--- src/rtl/ucsr_pkg.sv ---
`timescale 1ns/1ps
package ucsr_pkg;
   typedef enum logic [2:0] {
      M_LOAD = 3'b000,
      M_INV  = 3'b001,
      M_SHDN = 3'b010,
      M_SHUP = 3'b011,
      M_CDN  = 3'b100,
      M_CLR  = 3'b101,
      M_CUP  = 3'b110,
      M_HOLD = 3'b111
   } ucsr_mode_e;
endpackage

--- src/rtl/ucsr_next.sv ---
`timescale 1ns/1ps
module ucsr_next
   import ucsr_pkg::*;
#(
   parameter int WIDTH = 4
) (
   input  ucsr_mode_e       mode,
   input  logic [WIDTH-1:0] cur,
   input  logic [WIDTH-1:0] preset,
   input  logic             en_par_n,
   input  logic             en_trk_n,
   input  logic             ser_dn,
   output logic [WIDTH-1:0] nxt
);
   localparam logic [WIDTH-1:0] ONE = WIDTH'(1);

   logic             cnt_go;
   logic [WIDTH-1:0] sh_dn;
   logic [WIDTH-1:0] sh_up;

   assign cnt_go = ~en_par_n & ~en_trk_n;

   // shift wiring, one bit per generate iteration
   for (genvar i = 0; i < WIDTH; i++) begin : g_sh
      if (i == WIDTH - 1) begin : g_top
         assign sh_dn[i] = ser_dn;
      end else begin : g_mid
         assign sh_dn[i] = cur[i+1];
      end
      if (i == 0) begin : g_bot
         assign sh_up[i] = en_trk_n;
      end else begin : g_up
         assign sh_up[i] = cur[i-1];
      end
   end

   always_comb begin
      case (mode)
         M_LOAD:  nxt = preset;
         M_INV:   nxt = ~cur;
         M_SHDN:  nxt = sh_dn;
         M_SHUP:  nxt = sh_up;
         M_CDN:   nxt = cnt_go ? cur - ONE : cur;
         M_CLR:   nxt = '0;
         M_CUP:   nxt = cnt_go ? cur + ONE : cur;
         default: nxt = cur;
      endcase
   end
endmodule

--- src/rtl/ucsr_tc.sv ---
`timescale 1ns/1ps
module ucsr_tc
   import ucsr_pkg::*;
#(
   parameter int WIDTH = 4
) (
   input  ucsr_mode_e       mode,
   input  logic [WIDTH-1:0] cur,
   input  logic             en_trk_n,
   output logic             tc
);
   logic at_zero;
   logic at_full;

   assign at_zero = (cur == '0);
   assign at_full = (cur == '1);

   always_comb begin
      case (mode)
         M_LOAD, M_INV:  tc = 1'b0;
         M_SHDN, M_SHUP: tc = cur[WIDTH-1];
         M_CDN:          tc = ~(~en_trk_n & at_zero);
         M_CUP:          tc = ~(~en_trk_n & at_full);
         default:        tc = 1'b1;
      endcase
   end

   // the carry/borrow never fires while the cascade enable is off
   always_comb begin
      if ((mode == M_CDN || mode == M_CUP) && en_trk_n)
         AST_TC_TRK_OFF: assert (tc == 1'b1);
   end
endmodule

--- src/rtl/ucsr_stage.sv ---
`timescale 1ns/1ps
module ucsr_stage
   import ucsr_pkg::*;
#(
   parameter int WIDTH = 4
) (
   input  logic             clk,
   input  logic             mrst,
   input  logic [2:0]       mode,
   input  logic [WIDTH-1:0] preset,
   input  logic             en_par_n,
   input  logic             en_trk_n,
   input  logic             ser_dn,
   output logic [WIDTH-1:0] q,
   output logic [WIDTH-1:0] q_n,
   output logic             tc
);
   localparam logic [WIDTH-1:0] ALL1 = '1;

   if (WIDTH < 2) begin : g_bad_width
      $error("ucsr_stage: WIDTH must be at least 2");
   end

   ucsr_mode_e       md;
   logic [WIDTH-1:0] state;
   logic [WIDTH-1:0] nxt;

   assign md = ucsr_mode_e'(mode);

   ucsr_next #(.WIDTH(WIDTH)) u_next (
      .mode     (md),
      .cur      (state),
      .preset   (preset),
      .en_par_n (en_par_n),
      .en_trk_n (en_trk_n),
      .ser_dn   (ser_dn),
      .nxt      (nxt)
   );

   ucsr_tc #(.WIDTH(WIDTH)) u_tc (
      .mode     (md),
      .cur      (state),
      .en_trk_n (en_trk_n),
      .tc       (tc)
   );

   always_ff @(posedge clk or posedge mrst) begin
      if (mrst) state <= '0;
      else      state <= nxt;
   end

   assign q = state;

   for (genvar i = 0; i < WIDTH; i++) begin : g_cmp
      assign q_n[i] = ~state[i];
   end

   AST_LOAD_TAKES_PRESET: assert property (@(posedge clk) disable iff (mrst)
      md == M_LOAD |=> q == $past(preset));
   AST_INVERT_FLIPS: assert property (@(posedge clk) disable iff (mrst)
      md == M_INV |=> q == ~$past(q));
   AST_SHDN_TOP_IN: assert property (@(posedge clk) disable iff (mrst)
      md == M_SHDN |=> q[WIDTH-1] == $past(ser_dn));
   AST_UP_WRAP: assert property (@(posedge clk) disable iff (mrst)
      (md == M_CUP && !en_par_n && !en_trk_n && q == ALL1) |=> q == '0);
   AST_COUNT_GATED: assert property (@(posedge clk) disable iff (mrst)
      ((md == M_CUP || md == M_CDN) && (en_par_n || en_trk_n)) |=> $stable(q));
   AST_CLEAR_ZERO: assert property (@(posedge clk) disable iff (mrst)
      md == M_CLR |=> q == '0);
   AST_SHIFT_TC_TOP: assert property (@(posedge clk) disable iff (mrst)
      (md == M_SHDN || md == M_SHUP) |-> tc == q[WIDTH-1]);
endmodule

--- config.mk ---
export PLATFORM = sky130hd
export DESIGN_NAME = ucsr_stage
export DESIGN_NICKNAME = d
export VERILOG_FILES = /design/src/rtl/ucsr_pkg.sv /design/src/rtl/ucsr_next.sv /design/src/rtl/ucsr_tc.sv /design/src/rtl/ucsr_stage.sv
export SDC_FILE = /design/constraint.sdc
export NUM_CORES = 1
export LEC_CHECK = 0
export ABC_CLOCK_PERIOD_IN_PS = 1700
export BUFFER_PORTS_ARGS = -buffer_cell sky130_fd_sc_hd__buf_2
export CORE_MARGIN = 4
export CORE_UTILIZATION = 30
export CTS_CLUSTER_DIAMETER = 80
export DETAILED_ROUTE_END_ITERATION = 12
export SYNTH_ARGS = -nofsm -noshare
export SYNTH_HDL_FRONTEND = slang
export SYNTH_SLANG_ARGS = --single-unit
--- constraint.sdc ---
create_clock -name clk -period 1.7 [get_ports clk]
set_clock_uncertainty 0.2 [all_clocks]
set_input_delay 0.34 -clock clk [delete_from_list [all_inputs] [get_ports clk]]
set_output_delay 0.34 -clock clk [all_outputs]
set_load 0.03 [all_outputs]
## After elaboration in Yosys (flattened, before gate mapping)

Cells that the tools add are included.
Widths: inputs -> output; s select.

- Bits in registers: 4
- Input port bits: 12
- Output and inout bits: 9
- Word-level logic and storage cells: 34

- Add/subtract/negate cells: 2
- Equality and inequality tests: 9
- Muxes and demuxes: 4
- Bitwise operators: 12
- Reduce and logical (&&, ||, !) cells: 6

Operators by type and width:

| kind | count |
|---|---|
| $pmux 4 s7 | 1 |
| $eq 3x3->1 const B | 3 |
| $mux 4 | 2 |
| $not 1->1 | 8 |
| $reduce_bool 7->1 | 1 |
| $eq 3x2->1 const B | 2 |
| $add 4x1->4 const B | 1 |
| $eq 4x4->1 const B | 1 |
| $logic_not 4->1 | 1 |
| $ne 2x1->1 const B | 2 |
| $not 4->4 | 1 |
| $pmux 1 s4 | 1 |
| $reduce_or 2->1 | 2 |
| $sub 4x1->4 const B | 1 |
| $and 1x1->1 | 3 |
| $eq 3x1->1 const B | 1 |
| $logic_not 3->1 | 1 |
| $reduce_and 3->1 | 1 |

## Logic depth before layout (Yosys ltp)

- Depth in word-level cells: 4
- Mapped depth: 10
- Mapped depth without buffers: 9

## Modules after synthesis

Synthesis repeated with hierarchy kept, for this count alone.

- Cells, all modules: 69
- Area total of the unflattened synthesis: 586.8 um^2

By module, submodules not included:

| module | instances | cells each | area each (um^2) | seq. area each (um^2) |
|---|---|---|---|---|
| ucsr_next | 1 | 53 | 430.4 | 0.0 |
| ucsr_stage | 1 | 9 | 118.9 | 100.1 |
| ucsr_tc | 1 | 7 | 37.5 | 0.0 |

## Least setup slack after synthesis

Ideal clock, no wire load.

- Path kind: flip-flop to output port
- Start: register state[3] (netlist: q[3])
- End: output port tc
- Arrival: 1.621 ns
- Required time: 1.160 ns
- Setup slack: -0.461 ns
- Stages on the path, launching flop included: 5
- Path buffers: 0
- Path through: dfrtp_1 inv_1 nand4_1 o21ai_0 a31oi_1

- Cells in the longest elaborated chain, start to end: 4
- Elaborated cells between the ends (all ways): 7
- Classes of those cells: 1 x eq/ne; 1 x mux; 4 x bitwise; 1 x reduce/logical

RTL lines:

| item | line | text |
|---|---|---|
| start: declaration | ucsr_stage.sv:25 | `logic [WIDTH-1:0] state;` |
| start signal: assignment | ucsr_stage.sv:49 | `else state <= nxt;` |
| $eq 4x4->1 / $logic_not 4->1 (equally long branches) | ucsr_tc.sv:16, ucsr_tc.sv:15 |  |
| $and 1x1->1, on equally long branches | ucsr_tc.sv:23, ucsr_tc.sv:22 |  |
| $not 1->1, on equally long branches | ucsr_tc.sv:23, ucsr_tc.sv:22 |  |
| $pmux 1 s4 * | ucsr_tc.sv:19 | `case (mode)` |
| end: declaration | ucsr_stage.sv:16 | `output logic tc` |

Every way passes the cells marked *; elsewhere a longest branch is shown, timed or not.

## Worst setup path in the final report

- Start: register state[1] (netlist: q[1])
- End: output port tc

The elaborated chain is that of the path after synthesis.

==> results.md <==
- Largest net degree at the start of global routing: 19
- Core Box Area: 1750 sq um
- Avg WL per Cell: 12.8 um
- Part of the Yosys area used for sequential elements: 18.1%
- Crit Path Max Fanout: 6
- DRT Pass-1 Iters: 4
- Layout cells sized above 1: 58.6%
- Avg Synthesized Cell Area: 7.37 sq um
- Total negative slack: -0.280 ns
- Post-synth top area share: 18.1%
- Hold/Removal Path Class: input port to register
- Outcome: complete, but fails checks
- Chip Height: 50.9 um
- Clock Tree Root: clkbuf_4
- Slew @ Worst Pin: 0.297 ns
- Peak VDD IR: 0.517 mV
- Total track usage: 14.1%
- Syn nets: 90
- Nets@finish: 133
- Min Tclk post-route: 1.83 ns
- Grt ovf: 0
- Yosys top cell by area: dfrtp_1
- N_diodes: 0
- Final WS setup: -0.125 ns
- Max-slew headroom: 80.0%
- CP Class: register to output port
- #FFs+latches synth: 4
- Clock Sinks: 4
- Detailed Place HPWL: 1350 um
- Max Transition Viols Final: 0
- Via count: 694
- I/O pins: 21
- Die W: 50.9 um
- WL final: 1800 um
- Pwr/cell area: 849 nW/um^2
- CP startpoint kind: register
- RSZ-0062 raised after global routing: yes
- Worst skew pair latency: 0.24 ns
- Metal3 WL: 126 um
- CTS clk-pin slew, worst paths: 0.04 ns
- Initial drt markers: 21
- Max reg flops: 4
- Vias per cell: 4.92
- Post-route clock period utilization: 107%
- Setup violators final: 3
- Total CTS buffers: 3
- Residual DRC: 0
- Final ANT Viol Nets: 0
- Uppermost routed layer: met3
- Critical Path End Type: output port
- Die ar.: 2590 sq um
- Met1 WL: 781 um
- Synth top area cells: dfrtp_1, nand2_1, inv_1
- Gpl congestion: 0.806
- Arr. time, crit path: 1.29 ns
- Mapped Area: 553 sq um
- Min-delay src: mode[0]
- CTS tree: built
- Port Buffers: 20
- Hold Vio Cnt, Final: 0
- Req. time, crit path: 1.16 ns
- Met2 routed WL: 893 um
- Area grow syn2layout: 74.4%
- Max Cap Violations: 0
- Pleak: 0.451 nW
- Worst r2r src: q[0]
- Initial Util: 31.7%
- Highest clock rate: 548 MHz
- H-tree levels: 1
- CTS Buffer Depth: 2
- Global-route wire length before repair: 2850 um
- YS warnings: 0
- Critical Path Source: q[1]
- Failing checks: negative setup slack
- Initial antenna violation count: 0
- Via count of the first global-routing pass: 609
- Post-synth cell types: 35
- Syn Inst Count: 75
- Rows: 15
- Final core utilization: 55.3%
-- cell type report --
class	count	area [sq um]
Tap cell	25	31.3
Sequential cell	4	105
Multi-Input combinational cell	57	449
Inverter	7	32.5
Fill cell	173	781
Clock buffer	3	22.5
Timing Repair Buffer	45	324
-- power by group --
part           switching [W]  internal [W]  total (W)  leakage, nW
clock              0.0000409     0.0000791   0.000120       0.0138
sequential         0.0000288      0.000119   0.000148       0.0430
combinational       0.000284      0.000267   0.000551        0.394
-- worst paths after layout --
path / endpoint / slack, ns / depth (start not counted)
max: tc / -0.13 / 5
min: q[3] / 0.24 / 4
max reg2reg: q[2] / -0.10 / 7
min reg2reg: q[1] / 0.38 / 2
max in group asynchronous: q[2] / 0.80 / 3
min in group asynchronous: q[0] / 0.33 / 3
-- critical path, stage by stage (launching register included) --
cell and delay (ns):
dfrtp_2 0.44, nor2_2 0.13, nand4_1 0.09, o21ai_1 0.11, a31oi_2 0.12, buf_6 0.16
-- per-stage QoR --
stage / instance area, sq um / total power, W / hold slack [ns] / setup WS, ns / instances
2_1_floorplan: 604 / 0.000435 / -0.0939 / -0.259 / 75
3_3_place_gp: 811 / 0.000594 / 0.0284 / -0.236 / 131
3_5_place_dp: 811 / 0.000599 / 0.0273 / -0.293 / 131
4_1_cts: 937 / 0.000805 / 0.255 / -0.131 / 140
5_1_grt: 965 / 0.000879 / 0.258 / -0.184 / 141
6_report: 965 / 0.000819 / 0.236 / -0.125 / 141
-- logic make-up after synthesis --
kind of cell | count (synthesis) | synth area share (%)
AOI/OAI and AO/OA | 23 | 29.0
xor gates and xnor gates | 4 | 6.34
adders and majority gates | 3 | 8.14
buffers and inverters | 14 | 12.7
DFF | 4 | 18.1
muxes | 1 | 1.81
and+or+nand+nor | 26 | 24.0
-- synthesized netlist by cell type --
master / count
o31a_1: 1
or3_4: 1
fa_1: 1
a211oi_1: 1
o211a_1: 1
inv_1: 7
nand3_1: 2
nor2_1: 6
nand4_1: 2
and3_4: 1
nor4_1: 2
o31ai_2: 1
nand2_1: 9
buf_6: 2
buf_2: 2
a21oi_2: 1
o221ai_1: 1
ha_1: 2
nand2b_1: 1
nor3_1: 1
a21oi_1: 5
buf_1: 2
a32oi_1: 1
mux2i_1: 1
a22oi_1: 1
dfrtp_1: 4
a21o_1: 1
a2bb2oi_1: 1
xor2_1: 1
o21ai_0: 5
nor3b_1: 1
a211o_1: 1
xnor2_1: 3
a31oi_1: 2
clkbuf_1: 1
-- what timing repair did --
item / CTS / global route
hold buffers: 1 / 0
endpoints found under the hold margin: 4 / 0
resized for setup: 14 / 6
buffers inserted: 5 / 2
pin swaps: 12 / 13
setup endpoints to repair: 3 / 6
-- routing by layer --
layer  global-route usage [%]  vias up
li1                         -      352
met1                     17.6      316
met2                     24.0       26
met3                     3.79        0
met4                     3.14        0
met5                        0        -
-- cell usage in the layout, fill, tap and decap left out, types with 2 or more instances in the layout --
cell type	count
nor4_1	2
nand4_1	2
nand2_1	8
o21ai_0	3
clkbuf_4	3
buf_6	7
nor2_1	4
buf_4	20
nand3_1	2
xnor2_1	2
a21oi_2	3
ha_4	2
o21ai_1	2
buf_2	17
a21oi_1	3
dfrtp_2	4
inv_1	4
Power figures use the tool's default switching activity.
